===== src/rtl/mdiv_pkg.sv =====
`timescale 1ns/1ps
// Package: shared types for the sequential mantissa divider.
// Assumes nothing beyond being compiled before the modules that import it.
package mdiv_pkg;
    typedef enum logic {
        MD_IDLE = 1'b0,
        MD_RUN  = 1'b1
    } mdiv_state_e;
endpackage


===== src/rtl/mdiv_trial_sub.sv =====
`timescale 1ns/1ps
// Module: mdiv_trial_sub
// Subtracts the divisor from a trial operand that is up to one bit wider.
// It reports whether the difference is non-negative, using the borrow
// (the sign bit of the extended difference) and no magnitude comparator.
// Assumes: when fits_o is high, the caller only needs the low W bits of
// the difference.
module mdiv_trial_sub #(
    parameter int W = 128
) (
    input  logic [W:0]   opa_i,
    input  logic [W-1:0] opb_i,
    output logic [W-1:0] diff_o,
    output logic         fits_o
);
    localparam int XW = W + 2;

    logic [XW-1:0] wide_diff;

    // Extended subtraction whose top bit is the sign of the difference.
    always_comb begin
        wide_diff = {1'b0, opa_i} - {2'b00, opb_i};
        fits_o    = ~wide_diff[XW-1];
        diff_o    = wide_diff[W-1:0];
    end
endmodule


===== src/rtl/mdiv_ctrl.sv =====
`timescale 1ns/1ps
// Module: mdiv_ctrl
// Sequencer for the divider: accepts a start only when idle, then counts
// ITER step cycles and raises a one-cycle done pulse on the completing edge.
// Assumes ITER >= 2.
module mdiv_ctrl #(
    parameter int ITER = 127
) (
    input  logic clk,
    input  logic rst_n,
    input  logic start_i,
    output logic load_o,
    output logic step_o,
    output logic busy_o,
    output logic done_o
);
    import mdiv_pkg::*;

    localparam int CNT_W = $clog2(ITER + 1);

    mdiv_state_e      state_q;
    logic [CNT_W-1:0] left_q;

    // Decode the load and step strobes from the current state.
    always_comb begin
        load_o = (state_q == MD_IDLE) && start_i;
        step_o = (state_q == MD_RUN);
        busy_o = (state_q == MD_RUN);
    end

    // State, remaining-step counter and the done pulse.
    always_ff @(posedge clk) begin
        if (!rst_n) begin
            state_q <= MD_IDLE;
            left_q  <= '0;
            done_o  <= 1'b0;
        end else begin
            done_o <= 1'b0;
            if (load_o) begin
                state_q <= MD_RUN;
                left_q  <= CNT_W'(ITER);
            end else if (step_o) begin
                left_q <= left_q - 1'b1;
                if (left_q == CNT_W'(1)) begin
                    state_q <= MD_IDLE;
                    done_o  <= 1'b1;
                end
            end
        end
    end
endmodule


===== src/rtl/mdiv_exp_unit.sv =====
`timescale 1ns/1ps
// Module: mdiv_exp_unit
// Forms ex - ey - dec in a result one bit wider than the inputs, so that
// no pair of signed EW-bit exponents can wrap.
// Assumes dec is 0 or 1.
module mdiv_exp_unit #(
    parameter int EW = 16
) (
    input  logic signed [EW-1:0] ex_i,
    input  logic signed [EW-1:0] ey_i,
    input  logic                 dec_i,
    output logic signed [EW:0]   res_o
);
    logic signed [EW:0] ex_w;
    logic signed [EW:0] ey_w;

    // Sign-extend both exponents and subtract, applying the decrement.
    always_comb begin
        ex_w  = {ex_i[EW-1], ex_i};
        ey_w  = {ey_i[EW-1], ey_i};
        res_o = ex_w - ey_w - $signed({{EW{1'b0}}, dec_i});
    end
endmodule


===== src/rtl/mant_div_seq.sv =====
`timescale 1ns/1ps
// Module: mant_div_seq
// Sequential restoring divider for normalized mantissas.
// The load cycle pre-normalizes: it uses X - Y when X >= Y and 2X - Y
// otherwise, and decrements the exponent in the second case. That gives
// the first quotient bit, which is always one. Each of the next
// MANT_W-1 cycles shifts the remainder left, subtracts the divisor and
// keeps the difference when it is non-negative. Sticky is the OR of the
// final remainder.
// Assumes: both mantissas have bit MANT_W-1 set. Special operands, the sign
// and rounding are handled outside.
module mant_div_seq #(
    parameter int MANT_W = 128,
    parameter int EXP_W  = 16
) (
    input  logic                     clk,
    input  logic                     rst_n,
    input  logic                     start_i,
    input  logic [MANT_W-1:0]        x_mant_i,
    input  logic [MANT_W-1:0]        y_mant_i,
    input  logic signed [EXP_W-1:0]  x_exp_i,
    input  logic signed [EXP_W-1:0]  y_exp_i,
    output logic                     busy_o,
    output logic                     done_o,
    output logic [MANT_W-1:0]        q_mant_o,
    output logic signed [EXP_W:0]    q_exp_o,
    output logic                     sticky_o
);
    localparam int ITER = MANT_W - 1;

    logic                    load;
    logic                    step;
    logic                    x_ge_y;
    logic [MANT_W-1:0]       pre_diff;
    logic [MANT_W:0]         trial_a;
    logic [MANT_W-1:0]       trial_b;
    logic [MANT_W-1:0]       trial_diff;
    logic                    trial_fits;
    logic signed [EXP_W:0]   exp_next;

    logic [MANT_W-1:0]       rem_q;
    logic [MANT_W-1:0]       y_q;
    logic [MANT_W-1:0]       quo_q;
    logic signed [EXP_W:0]   exp_q;

    mdiv_ctrl #(.ITER(ITER)) u_ctrl (
        .clk     (clk),
        .rst_n   (rst_n),
        .start_i (start_i),
        .load_o  (load),
        .step_o  (step),
        .busy_o  (busy_o),
        .done_o  (done_o)
    );

    // Pre-normalization test: sign of X - Y on the incoming operands.
    mdiv_trial_sub #(.W(MANT_W)) u_pre_sub (
        .opa_i  ({1'b0, x_mant_i}),
        .opb_i  (y_mant_i),
        .diff_o (pre_diff),
        .fits_o (x_ge_y)
    );

    // Select the trial operands: the pre-normalized dividend on load,
    // the doubled remainder on each step.
    always_comb begin
        if (load) begin
            trial_a = x_ge_y ? {1'b0, x_mant_i} : {x_mant_i, 1'b0};
            trial_b = y_mant_i;
        end else begin
            trial_a = {rem_q, 1'b0};
            trial_b = y_q;
        end
    end

    // One trial subtraction per cycle decides the next quotient bit.
    mdiv_trial_sub #(.W(MANT_W)) u_step_sub (
        .opa_i  (trial_a),
        .opb_i  (trial_b),
        .diff_o (trial_diff),
        .fits_o (trial_fits)
    );

    mdiv_exp_unit #(.EW(EXP_W)) u_exp (
        .ex_i  (x_exp_i),
        .ey_i  (y_exp_i),
        .dec_i (~x_ge_y),
        .res_o (exp_next)
    );

    // Datapath registers: divisor, partial remainder, quotient shifter, exponent.
    always_ff @(posedge clk) begin
        if (!rst_n) begin
            rem_q <= '0;
            y_q   <= '0;
            quo_q <= '0;
            exp_q <= '0;
        end else if (load) begin
            y_q   <= y_mant_i;
            rem_q <= trial_diff;
            quo_q <= {{(MANT_W-1){1'b0}}, trial_fits};
            exp_q <= exp_next;
        end else if (step) begin
            rem_q <= trial_fits ? trial_diff : trial_a[MANT_W-1:0];
            quo_q <= {quo_q[MANT_W-2:0], trial_fits};
        end
    end

    // Drive the result ports from the working registers.
    always_comb begin
        q_mant_o = quo_q;
        q_exp_o  = exp_q;
        sticky_o = |rem_q;
    end
endmodule


===== config.mk =====
export PLATFORM = sky130hd
export DESIGN_NAME = mant_div_seq
export DESIGN_NICKNAME = d
export VERILOG_FILES = /design/src/rtl/mdiv_pkg.sv /design/src/rtl/mdiv_trial_sub.sv /design/src/rtl/mdiv_ctrl.sv /design/src/rtl/mdiv_exp_unit.sv /design/src/rtl/mant_div_seq.sv
export SDC_FILE = /design/constraint.sdc
export NUM_CORES = 2
export LEC_CHECK = 0
export CORE_MARGIN = 8
export CORE_UTILIZATION = 30
export CTS_BUF_LIST = sky130_fd_sc_hd__clkbuf_16
export CTS_CLUSTER_DIAMETER = 80
export DETAILED_ROUTE_END_ITERATION = 16
export PLACE_DENSITY = 0.49
export SLEW_MARGIN = 30
export SYNTH_ARGS = -nofsm -noshare
export SYNTH_HDL_FRONTEND = slang
export SYNTH_SLANG_ARGS = --single-unit

===== constraint.sdc =====
create_clock -name clk -period 8.6 [get_ports clk]
set_input_delay 1.72 -clock clk [delete_from_list [all_inputs] [get_ports clk]]
set_output_delay 1.72 -clock clk [all_outputs]
set_load 0.02 [all_outputs]

# Word-level counts from Yosys, hierarchy flattened
# Cells that the tools add are included.
dict set report totals {
  reg_bits 410
  inputBits 291
  output_inout_bits 148
  word_cells 36
}
dict set report classes {
  n_addsub 5
  eq_ne 1
  mux 14
  bitwise_logic 3
  n_reduce_logical 5
}
# operator n
set op_table {}
lappend op_table {{128-bit two-way mux} 4}
lappend op_table {{129-bit two-way mux} 2}
lappend op_table {{129-bit by 128-bit subtractor with 130-bit output} 1}
lappend op_table {{128-bit by 128-bit subtractor with 129-bit output} 1}
lappend op_table {{128-bit OR reduction} 1}
lappend op_table {{16-bit by 16-bit subtractor with 17-bit output} 1}
lappend op_table {{17-bit by 2-bit subtractor with 17-bit output} 1}
lappend op_table {{7-bit two-way mux} 2}
lappend op_table {{7-bit by 1-bit equality test with 1-bit output (second input constant)} 1}
lappend op_table {{7-bit by 1-bit subtractor with 7-bit output (second input constant)} 1}
lappend op_table {{1-bit two-way mux} 6}
lappend op_table {{1-bit inverter} 3}
lappend op_table {{3-bit OR reduction} 1}
lappend op_table {{2-bit nonzero test} 1}
lappend op_table {{2-bit OR reduction} 1}
lappend op_table {{1-bit logical AND} 1}

# Longest topological paths before layout
dict set report depth {
  ltp_word 7
  depth_mapped 32
  depth_no_buf 29
}

# Cells and area by module
# A second synthesis with hierarchy kept.
dict set report hier_totals {
  cells_unflattened 5105
  hier_area_um2 38951.1
}
# module n_inst cells_each area_each_um2 seq_area_each_um2
set by_module_without_submodules {}
lappend by_module_without_submodules {mant_div_seq 1 2081 19383.6 8027.7}
lappend by_module_without_submodules {mdiv_trial_sub 2 1401 8947.3 0.0}
lappend by_module_without_submodules {mdiv_exp_unit 1 174 1224.9 0.0}
lappend by_module_without_submodules {mdiv_ctrl 1 48 447.9 180.2}

# Worst setup path after synthesis
# No wires, ideal clock.
dict set report synth_path {
  path_kind {input to register}
  start {input port y_mant_i[85]}
  end {register rem_q[117]}
  setup_time_ns 0.120
  arrival_ns 7.146
  t_required_ns 8.480
  setup_slack_ns 1.334
  path_stages 27
  path_buffers 2
  cell_sequence {inv_1 -> ha_1 -> and3_1 -> nand3_1 -> nor4_1 -> nand3_1 -> nor2_1 -> nand3_1 -> o21a_1 -> o41ai_1 -> clkbuf_1 -> clkbuf_1 -> nand2_1 -> a31oi_1 -> ha_1 -> a21o_1 -> a31oi_2 -> a21oi_2 -> a2111o_1 -> a41oi_2 -> o211ai_2 -> a31oi_1 -> o21ai_1 -> a21bo_2 -> a211oi_1 -> a31oi_1 -> o31a_1}
}
dict set report synth_between {
  elab_chain_cells 7
  elab_cells_between_ends 8
  classes_between {2 x add/sub; 6 x mux}
}
# element line_no
set synth_rtl {}
lappend synth_rtl {{start: declaration} mant_div_seq.sv:20} ;# input logic [MANT_W-1:0] y_mant_i,
lappend synth_rtl {{128-bit by 128-bit subtractor with 129-bit output} mdiv_trial_sub.sv:22} ;# wide_diff = {1'b0, opa_i} - {2'b00, opb_i};
lappend synth_rtl {{129-bit two-way mux} mant_div_seq.sv:68} ;# trial_a = x_ge_y ? {1'b0, x_mant_i} : {x_mant_i, 1'b0};
lappend synth_rtl {{129-bit two-way mux} mant_div_seq.sv:67} ;# if (load) begin
lappend synth_rtl {{129-bit by 128-bit subtractor with 130-bit output} mdiv_trial_sub.sv:22}
lappend synth_rtl {{128-bit two-way mux} mant_div_seq.sv:104} ;# rem_q <= trial_fits ? trial_diff : trial_a[MANT_W-1:0];
lappend synth_rtl {{128-bit two-way mux} mant_div_seq.sv:103} ;# end else if (step) begin
lappend synth_rtl {{128-bit two-way mux *} mant_div_seq.sv:98} ;# end else if (load) begin
lappend synth_rtl {{end signal: assignment} mant_div_seq.sv:100} ;# rem_q <= trial_diff;
lappend synth_rtl {{end signal: assignment} mant_div_seq.sv:104}
lappend synth_rtl {{end: declaration} mant_div_seq.sv:41} ;# logic [MANT_W-1:0] rem_q;
# Every way passes the cells marked *; elsewhere a longest branch is shown, timed or not. The select of a mux whose other input is x is not followed.
# A chain may end at the register's enable or synchronous reset.

# Final worst setup path
dict set report layout_path {
  start {input port y_mant_i[71]}
  end {register rem_q[89]}
}
# The elaborated chain is that of the path after synthesis.

==> results.cfg <==
[global_route]
grt_pass1_wl_um = 190000
total_gr_overflow = 0
grtUsageTotal_pct = 21.1
use_met1_pct = 27.6
first_global_vias = 32000
gr-max-usage-layer = met2
grt.met2_usage_pct = 34.7
antenna_found_initial = 19
grt_max_degree = 130
globalRouteMet3Util_pct = 5.48

[sta]
setup_total_negative_slack_ps = 0
hold_ws_ps = 453
layout_min_cycle_time_ps = 8190
finalClockSkew_ps = 68.5
hold_viol_final = 0
maxSlewViolCount = 0
tightestPinTransition_ps = 972
maxSlewHeadroom_pct = 35.2
final_min_period_over_clock_period_pct = 95.2
maxClockFrequency_mhz = 122
setup_viol = 0
rsz0062_at_grt = no
worst_slack_ps = 414

[synth]
xor_xnor_share_of_the_synthesized_area_pct = 3.70
yosys.area_share.simple_pct = 19.5
synth-seq-area-share_pct = 26.6
synth_flop_cell = sky130_fd_sc_hd__dfxtp_1
synthCells = 4112
synth.yosys.warnings = 0
netlist.area_leader.share_pct = 26.6
synth_top_cells_by_area = sky130_fd_sc_hd__dfxtp_1 (27%), sky130_fd_sc_hd__ha_1 (12%), sky130_fd_sc_hd__mux2i_1 (9.1%)
synth.mux.area_fraction_pct = 9.28
synthDistinctLibCells = 92
synth_edf_count = 0
most_frequent_cells_after_synthesis = sky130_fd_sc_hd__nor2_1 (566), sky130_fd_sc_hd__nand2_1 (482), sky130_fd_sc_hd__dfxtp_1 (410)
synth_fp_nets = 4693
synth_compound_area_share_pct = 22.9
synthesis.area_per_instance_um2 = 7.49
yosys.area_share.adder_pct = 11.9
synth.cell_area_mm2 = 0.0308
async_reset_ff_share_pct = 0
synth_top_cell_by_area = sky130_fd_sc_hd__dfxtp_1
main_combinational_cell_family_by_area_after_synthesis = compound AO/OA/AOI/OAI gates
most_frequent_cell_after_synthesis = sky130_fd_sc_hd__nor2_1
synth_seq_cells = 410

[drt]
initialDrtViolationCount = 2171
drt_via_density = 5.14
drtPass1Iterations = 6
drc = 0
wirelength_um = 125000
postRouteAntennaNets = 0
via_count = 32400
route.detailed.wl_per_inst_um = 19.8

[power]
power.combinational.fraction_pct = 55.3
clock_power_share_pct = 21.3
power.switching_fraction_pct = 42.4
p_int_w = 0.00614
power.sequential.fraction_pct = 23.4
power.total_w = 0.0107
power_leakage_nw = 18.8
pwr_density_cell_mw_per_mm2 = 254
peak_vdd_ir_v = 0.000155
total_switching_power_w = 0.00452

[cells_and_area]
area_overhead_vs_synth_pct = 36.5
postLayoutCoreUtil_pct = 41.3
layout.filler_cells = 10700
multiInputGateArea_mm2 = 0.0208
drive_gt1_share_pct = 13.7
final-seq-area_mm2 = 0.00821
num-nets-final = 5474

[cts]
post_cts_hold_buffer_count = 0
ctsRootBufferMaster = sky130_fd_sc_hd__clkbuf_16
tritoncts_num_sinks = 410
cts.clk_slew.worst_paths_ps = 60
htree_num_levels = 2
tritoncts = done
cts_inserted_buffers = 56
clock_latency_ps = 680
max_clock_buf_depth = 3

[placed_design]
buffer_ports.inserted = 438
place_congestion = 0.944
pre_cts_slack_ps = -717
place_hpwl_um = 98300

[critical_path]
rr_endpoint = rem_q[89]
crit_end = rem_q[89]
critical_path_required_ps = 9060
worst-path-max-fanout = 35
reg2reg_depth = 21
worstPathArrival_ps = 8640
cp_slowest_cell = sky130_fd_sc_hd__clkdlybuf4s50_1
critical_path_depth = 36
worstPathBufferInverterCount = 12
worst_path_dominant_cell_family = compound AO/OA/AOI/OAI gates
cpPeakStageDelay_ps = 490
critical_path.reg2reg.startpoint = u_ctrl.busy_o
worst_setup_path_startpoint = y_mant_i[71]
setup.reg_to_reg.worst_slack_ps = 2700
timing_worst_setup_path_type = input pin to flip-flop
timing.critical_path.to_type = flip-flop
worstSetupStartpointType = input pin

[status]
result_of_the_run = complete, no violations

[die]
fp-row-count = 117
die_width_um = 336
pin_count = 439
floorplan.die.height_um = 336
core-area_mm2 = 0.102
initial_core_util_pct = 30.3
design.die.area_mm2 = 0.113

[hold_path]
min_path_type = flip-flop to flip-flop

[flow_run]
max-cap-violations = 0
## worst min path at each step
stage                          start            end  slack, ps  cells after the start
floorplan                     y_q[0]         y_q[0]        440                      2
global placement          q_exp_o[6]     q_exp_o[6]        440                      2
detailed placement       q_exp_o[10]    q_exp_o[10]        450                      2
CTS                 u_ctrl.left_q[6]  u_ctrl.busy_o        440                      2
global route              q_exp_o[8]     q_exp_o[8]        470                      2
finish              u_ctrl.left_q[6]  u_ctrl.busy_o        450                      2
## flip-flops by register name, summed over array words and instances, names as in the netlist
register       flops
q_exp_o           17
u_ctrl.done_o      1
u_ctrl.busy_o      1
u_ctrl.left_q      7
y_q              128
q_mant_o         128
rem_q            128
## final cells by class
type                       count  area share (%)
multi-input combinational   3214            49.4
timing repair buffer         976            20.6
sequential                   410            19.5
tap                         1368            4.07
clock buffer                  56            3.33
inverter                     235            2.12
clock inverter                46           0.890
antenna                        9          0.0536
## repair_timing
| action | in CTS | in global routing |
|---|---|---|
| buffers inserted | 0 | 0 |
| pin swaps | 0 | 1 |
| gates resized for setup | 1 | 3 |
| endpoints found under the setup margin | 13 | 87 |
## placed cells by master (no fill, tap or decap), drive strengths merged, types with 8 or more instances in the layout
cell type / instances
clkbuf: 56
diode: 9
nand4: 101
or3: 8
clkinv: 21
nor2b: 20
and3: 11
o21bai: 38
nand3: 40
mux2i: 280
or2: 14
a21o: 109
xor2: 51
a21oi: 347
clkdlybuf4s50: 436
a22o: 9
o21a: 24
a221oi: 13
dfxtp: 410
a311oi: 8
o31ai: 18
o21ai: 222
nand2: 483
ha: 287
buf: 540
a32oi: 12
a31oi: 158
nor2: 568
inv: 252
a211oi: 63
o211ai: 26
xnor2: 79
nand2b: 17
nor4: 51
nor3: 54
## per-layer routing
metal  up-vias  share of wire, %
met5         -             0.074
met4        14               2.0
met3       162               7.6
met2       858                45
met1     15200                45
li1      16200                 -
## stage by stage
stage               std cells  cell area, um2
detailed placement       6203           40200
CTS                      6305           42000
floorplan                4112           30800
finish                   6314           42000
global placement         6203           40200
global route             6306           42000
## logic make-up after synthesis
group,Yosys count
compound gates,1120
xor+xnor,130
fa+ha+maj,290
buf+inv,488
flops,410
mux,285
simple gates,1389
## power groups by stage
stage / clock, W / sequential (W) / combinational [W]
2_1_floorplan: 0 / 0.00236 / 0.00339
3_3_place_gp: 0 / 0.00253 / 0.00583
3_5_place_dp: 0 / 0.00252 / 0.00583
4_1_cts: 0.00234 / 0.00249 / 0.00586
5_1_grt: 0.00241 / 0.00251 / 0.00647
6_report: 0.00227 / 0.00250 / 0.00590
## worst reg2reg max path, cell delays in order (launching register included)
cell and delay, ps:
sky130_fd_sc_hd__dfxtp_4 670, sky130_fd_sc_hd__nand2b_4 830, sky130_fd_sc_hd__buf_4 520, sky130_fd_sc_hd__mux2i_1 360, sky130_fd_sc_hd__ha_1 320, sky130_fd_sc_hd__a21oi_1 200, sky130_fd_sc_hd__o21ai_1 150, sky130_fd_sc_hd__a2111oi_1 470
sky130_fd_sc_hd__buf_4 220, sky130_fd_sc_hd__o31ai_1 90, sky130_fd_sc_hd__a21oi_1 200, sky130_fd_sc_hd__o221ai_1 260, sky130_fd_sc_hd__a21oi_1 190, sky130_fd_sc_hd__buf_4 140, sky130_fd_sc_hd__a21oi_2 60, sky130_fd_sc_hd__nor3_4 280
sky130_fd_sc_hd__buf_12 200, sky130_fd_sc_hd__buf_12 160, sky130_fd_sc_hd__buf_12 130, sky130_fd_sc_hd__nor2_1 40, sky130_fd_sc_hd__a21oi_1 120, sky130_fd_sc_hd__a21oi_1 80
No activity file was read; power rests on OpenSTA's default activity.
